--- src/rtl/rx_stat_pkg.sv ---
package rx_stat_pkg;
  localparam int NUM_CNT = 6;
  localparam int BYTES_PER_CNT = 4;
  localparam int ADDR_W = $clog2(NUM_CNT * BYTES_PER_CNT);

  typedef enum logic [2:0] {
    CNT_UNDERRUN = 3'd0,
    CNT_OVERFLOW = 3'd1,
    CNT_MINLEN   = 3'd2,
    CNT_MAXLEN   = 3'd3,
    CNT_FCSHEC   = 3'd4,
    CNT_GOOD     = 3'd5
  } cnt_idx_e;

  typedef struct packed {
    logic [NUM_CNT-1:0] inc;
    logic               clr;
  } stat_strobe_t;
endpackage

--- src/rtl/rx_stat_classify.sv ---
module rx_stat_classify
  import rx_stat_pkg::*;
(
  input  logic         softRst,
  input  logic         eofStb,
  input  logic         underrunErr,
  input  logic         overflowErr,
  input  logic         minLenErr,
  input  logic         maxLenErr,
  input  logic         fcsErr,
  input  logic         hecErr,
  input  logic         ctrlFlagErr,
  input  logic         chkEn,
  output stat_strobe_t strb
);
  logic [NUM_CNT-1:0] cause;
  logic [NUM_CNT-1:0] pick;

  always_comb begin
    cause = '0;
    cause[CNT_UNDERRUN] = underrunErr;
    cause[CNT_OVERFLOW] = overflowErr;
    cause[CNT_MINLEN]   = minLenErr;
    cause[CNT_MAXLEN]   = maxLenErr;
    cause[CNT_FCSHEC]   = ((fcsErr | hecErr) & chkEn) | ctrlFlagErr;
    cause[CNT_GOOD]     = 1'b1;
  end

  // lowest index wins
  always_comb begin
    pick = '0;
    for (int k = NUM_CNT - 1; k >= 0; k--) begin
      if (cause[k]) pick = NUM_CNT'(1) << k;
    end
  end

  always_comb begin
    strb.clr = softRst;
    strb.inc = (eofStb && !softRst) ? pick : '0;
  end
endmodule

--- src/rtl/rx_stat_counters.sv ---
module rx_stat_counters
  import rx_stat_pkg::*;
#(
  parameter int CNT_W = 24
) (
  input  logic                     clk,
  input  logic                     hardRstN,
  input  stat_strobe_t             strb,
  input  logic [ADDR_W-1:0]        rdAddr,
  output logic [7:0]               rdData,
  output logic [NUM_CNT*CNT_W-1:0] cntFlat
);
  localparam int SEL_W = ADDR_W - 2;
  localparam int WIDE_W = 8 * (BYTES_PER_CNT - 1);

  logic [CNT_W-1:0] cnt [NUM_CNT];

  for (genvar k = 0; k < NUM_CNT; k++) begin : g_cnt
    always_ff @(posedge clk or negedge hardRstN) begin
      if (!hardRstN)        cnt[k] <= '0;
      else if (strb.clr)    cnt[k] <= '0;
      else if (strb.inc[k]) cnt[k] <= cnt[k] + 1'b1;
    end
    assign cntFlat[k*CNT_W +: CNT_W] = cnt[k];
  end

  logic [SEL_W-1:0]  sel;
  logic [1:0]        off;
  logic [WIDE_W-1:0] wide;
  logic [7:0]        byteSel;

  always_comb begin
    sel  = rdAddr[ADDR_W-1:2];
    off  = rdAddr[1:0];
    wide = '0;
    for (int k = 0; k < NUM_CNT; k++) begin
      if (sel == SEL_W'(k)) wide = WIDE_W'(cnt[k]);
    end
    case (off)
      2'd0:    byteSel = wide[7:0];
      2'd1:    byteSel = wide[15:8];
      2'd2:    byteSel = wide[23:16];
      default: byteSel = 8'h00;
    endcase
  end

  always_ff @(posedge clk or negedge hardRstN) begin
    if (!hardRstN) rdData <= 8'h00;
    else           rdData <= byteSel;
  end
endmodule

--- src/rtl/rx_stat_bank.sv ---
module rx_stat_bank
  import rx_stat_pkg::*;
#(
  parameter int CNT_W = 24
) (
  input  logic              clk,
  input  logic              hardRstN,
  input  logic              softRst,
  input  logic              eofStb,
  input  logic              underrunErr,
  input  logic              overflowErr,
  input  logic              minLenErr,
  input  logic              maxLenErr,
  input  logic              fcsErr,
  input  logic              hecErr,
  input  logic              ctrlFlagErr,
  input  logic              chkEn,
  input  logic [ADDR_W-1:0] rdAddr,
  output logic [7:0]        rdData
);
  stat_strobe_t             strb;
  logic [NUM_CNT*CNT_W-1:0] cntFlat;

  rx_stat_classify u_classify (
    .softRst(softRst), .eofStb(eofStb),
    .underrunErr(underrunErr), .overflowErr(overflowErr),
    .minLenErr(minLenErr), .maxLenErr(maxLenErr),
    .fcsErr(fcsErr), .hecErr(hecErr), .ctrlFlagErr(ctrlFlagErr),
    .chkEn(chkEn), .strb(strb)
  );

  rx_stat_counters #(.CNT_W(CNT_W)) u_counters (
    .clk(clk), .hardRstN(hardRstN), .strb(strb),
    .rdAddr(rdAddr), .rdData(rdData), .cntFlat(cntFlat)
  );
endmodule

--- config.mk ---
export PLATFORM = sky130hd
export DESIGN_NAME = rx_stat_bank
export DESIGN_NICKNAME = d
export VERILOG_FILES = /design/src/rtl/rx_stat_pkg.sv /design/src/rtl/rx_stat_classify.sv /design/src/rtl/rx_stat_counters.sv /design/src/rtl/rx_stat_bank.sv
export SDC_FILE = /design/constraint.sdc
export NUM_CORES = 1
export LEC_CHECK = 0
export BUFFER_PORTS_ARGS = -buffer_cell sky130_fd_sc_hd__buf_2
export CORE_ASPECT_RATIO = 0.6
export CORE_MARGIN = 3
export CORE_UTILIZATION = 30
export DETAILED_ROUTE_END_ITERATION = 8
export GPL_TIMING_DRIVEN = 1
export HOLD_SLACK_MARGIN = 0.1
export PLACE_DENSITY_LB_ADDON = 0.25
export SLEW_MARGIN = 20
export SYNTH_ARGS = -nofsm -noshare
export SYNTH_HDL_FRONTEND = slang
export SYNTH_HIERARCHICAL = 1
export SYNTH_SLANG_ARGS = --single-unit
--- constraint.sdc ---
create_clock -name clk -period 2.2 [get_ports clk]
set_input_delay 0.33 -clock clk [delete_from_list [all_inputs] [get_ports clk]]
set_output_delay 0.33 -clock clk [all_outputs]
set_load 0.01 [all_outputs]
==> summary.md <==
| Metric | Value |
|---|---|
| Critical Path AT | 2410 ps |
| DR vias/cell | 5.29 |
| Drt drc | 0 |
| Synth area leader | dfrtp_1 |
| Commonest non-fill, non-tap cell in the layout | nor2_1 |
| Largest net degree at the start of global routing | 74 |
| Data required, critical path | 2490 ps |
| Crit-path cells | buf_8 -> or4b_4 -> buf_6 -> a2111oi_4 -> nand4_1 -> nor3_4 -> buf_6 -> and3_4 -> xnor2_2 -> nor2_1 |
| Via Count | 7310 |
| Worst-margin pin slew | 827 ps |
| Clock root cell | clkbuf_16 |
| Design area | 0.0103 mm² |
| Cells after Synth | 930 |
| Port bufs | 24 |
| Routed Antenna Nets | 0 |
| Initial drt markers | 816 |
| Final layout net count | 1028 |
| Peak VDD IR | 478 µV |
| N_diodes | 0 |
| Routed WL | 26100 µm |
| Min-delay worst type | in2reg |
| Gr usage total | 17.5% |
| Initial Util | 30.6% |
| Routed wire per std cell | 18.8 µm |
| Critical path capture point type | register |
| Final Hold Fails | 0 |
| Clock slew at the register clock pins of the worst setup and hold paths | 60 ps |
| CP Launch Type | input pin |
| Share of the synthesized area in the top cell type | 44.7% |
| CP peak stage delay | 550 ps |
| PwrDens | 620 mW/mm² |
| DP HPWL | 19300 µm |
| Main synth FF type | dfrtp_1 |
| Setup Total Neg Slack | 0 ps |
| Synthesis Warnings | 6 |
| Core ar. | 0.0278 mm² |
| CP Class | in2reg |
| Final Max Slew Viols | 0 |
| Sequential element share of the synthesized area | 44.7% |
| Slew margin rel. | 44.9% |
| Latest clock arrival within the worst-skew pair | 440 ps |
| Die Wd | 223 µm |
| Max clock buf depth | 2 |
| Outcome | complete, no violations |
| First-pass GRT wire length | 40100 µm |
| Most used cell, CP | buf_6 |
| Antenna violations before repair | 0 |
| Vias in the first global route | 6513 |
| Final setup violation count | 0 |
| Total power | 6.37 mW |
| Max_cap viols | 0 |
| Synthesized Nets | 953 |
| Fmax | 472 MHz |
| Sink Count | 152 |
| GP Congestion | 0.917 |
| Synth Area per Inst | 9.14 µm² |
| Die area | 0.0305 mm² |
| CP Max Fanout | 7 |
| Layout cells sized above 1 | 16.8% |
| Placed instance area | 0.00956 mm² |
| Largest cells by area after synthesis | dfrtp_1 45%, nor2_1 7.0%, xor2_1 6.6% |
| Drt first pass iters | 5 |
| Final worst path period share | 96.4% |
| RSZ-0062 raised after global routing | yes |
| Clk_skew | 6.22 ps |
| Congestion Overflow GR | 0 |
| Leakage | 4.27 nW |
| Row Count | 47 |
| Chip height | 136 µm |
| Synth Register Bits | 152 |
| Ys async rst share | 100% |
| Most frequent cells in the layout | 157 x nor2_1, 152 x dfrtp_1, 79 x buf_4 |
| Synth-to-layout area growth | 20.7% |
| Crit-path slowest cell | or4b_4 |
| Mapped Area | 0.00850 mm² |
| Ports | 25 |
| CTS tree | done |
| TritonCTS Buffers | 17 |
| Number of flops mapped to enable cells by yosys | 0 |
| Post-layout min period | 2120 ps |
| Synth cell types | 44 |
| Max H-tree Level | 4 |
[metal layers]
layer	part of all wire [%]	track usage (%)	vias to the layer above	wire [µm]
met5	0	0	-	0
met4	1.2	4.54	0	316
met3	7.8	4.81	22	2030
met2	35	20.1	212	9180
met1	56	29.7	3610	14500
li1	-	-	3466	-
[power by group]
group / leakage (nW) / total, mW / switching, mW / internal [mW]
clock network: 0.314 / 3.21 / 1.18 / 2.03
logic: 1.84 / 0.347 / 0.247 / 0.100
registers: 2.12 / 2.81 / 0.00631 / 2.81
[cell families after synthesis]
logic type / share of synthesized area (%)
AO/OA/AOI/OAI: 12.2
AND/OR/NAND/NOR: 24.9
multiplexers: 1.77
XOR/XNOR: 12.3
adder cells (fa/ha/maj): 0.883
buffers and inverters: 3.35
flip-flops: 44.7
[synthesized netlist by cell type, drive strengths merged (10+ instances only)]
master / instances
dfrtp: 152
nor4: 11
xor2: 64
and3: 18
nand4: 43
o21ai: 44
or3: 23
nor3: 23
a31oi: 16
buf: 15
xnor2: 55
a22oi: 33
o221ai: 16
and4: 12
nor2: 159
clkbuf: 36
nand3: 39
inv: 18
a21oi: 34
nand2: 56
and3b: 10
[metrics by stage]
stage | instances | hold WS [ps] | setup WS, ps | util (%)
5_1_grt | 1383 | 375 | -18.4 | 37.0
4_1_cts | 1382 | 304 | 113 | 36.8
3_5_place_dp | 1351 | 252 | -363 | 34.5
6_report | 1383 | 328 | 79.7 | 37.0
3_3_place_gp | 1351 | 252 | -360 | 34.5
2_1_floorplan | 930 | 34.4 | -135 | -
[flip-flops by register name, indices dropped and copies added (netlist names)]
register	count
u_counters/rdData	8
u_counters/cntFlat	144
[repair_timing]
| item | 4_1_cts | 5_1_grt |
|---|---|---|
| gates resized for setup | 0 | 9 |
| endpoints found under the setup margin | 0 | 6 |
| hold endpoints to repair | 30 | 0 |
| hold buffers | 1 | 0 |
| buffers inserted | 0 | 1 |
[final cells by class]
type	instances	area [µm²]
multi-input cells	709	4510
clock inverters	8	143
fillers	2820	17500
well taps	367	459
clock buffers	22	494
inverters	18	67.6
flip-flops and latches	152	3800
repair buffers	107	788
[critical path, delay by kind of cell]
family / cells / cell delay [ps]
AOI/OAI and AO/OA: 1 / 370
xor gates and xnor gates: 1 / 100
buffers and inverters: 3 / 390
and+or+nand+nor: 5 / 1210
[path summary, 6_finish.rpt]
| path | from | endpoint | slack [ps] | depth (start not counted) |
|---|---|---|---|---|
| max | underrunErr | u_counters/cntFlat[109]$_DFFE_PN0P_ | 80 | 10 |
| min | rdAddr[0] | u_counters/rdData[5]$_DFF_PN0_ | 330 | 4 |
| max reg2reg | u_counters/cntFlat[130]$_DFFE_PN0P_ | u_counters/cntFlat[136]$_DFFE_PN0P_ | 300 | 5 |
| min reg2reg | u_counters/cntFlat[119]$_DFFE_PN0P_ | u_counters/cntFlat[119]$_DFFE_PN0P_ | 550 | 2 |
| max in group asynchronous | hardRstN | u_counters/cntFlat[6]$_DFFE_PN0P_ | 1160 | 3 |
| min in group asynchronous | hardRstN | u_counters/cntFlat[55]$_DFFE_PN0P_ | 350 | 2 |
(Power assumes the default switching activity.)
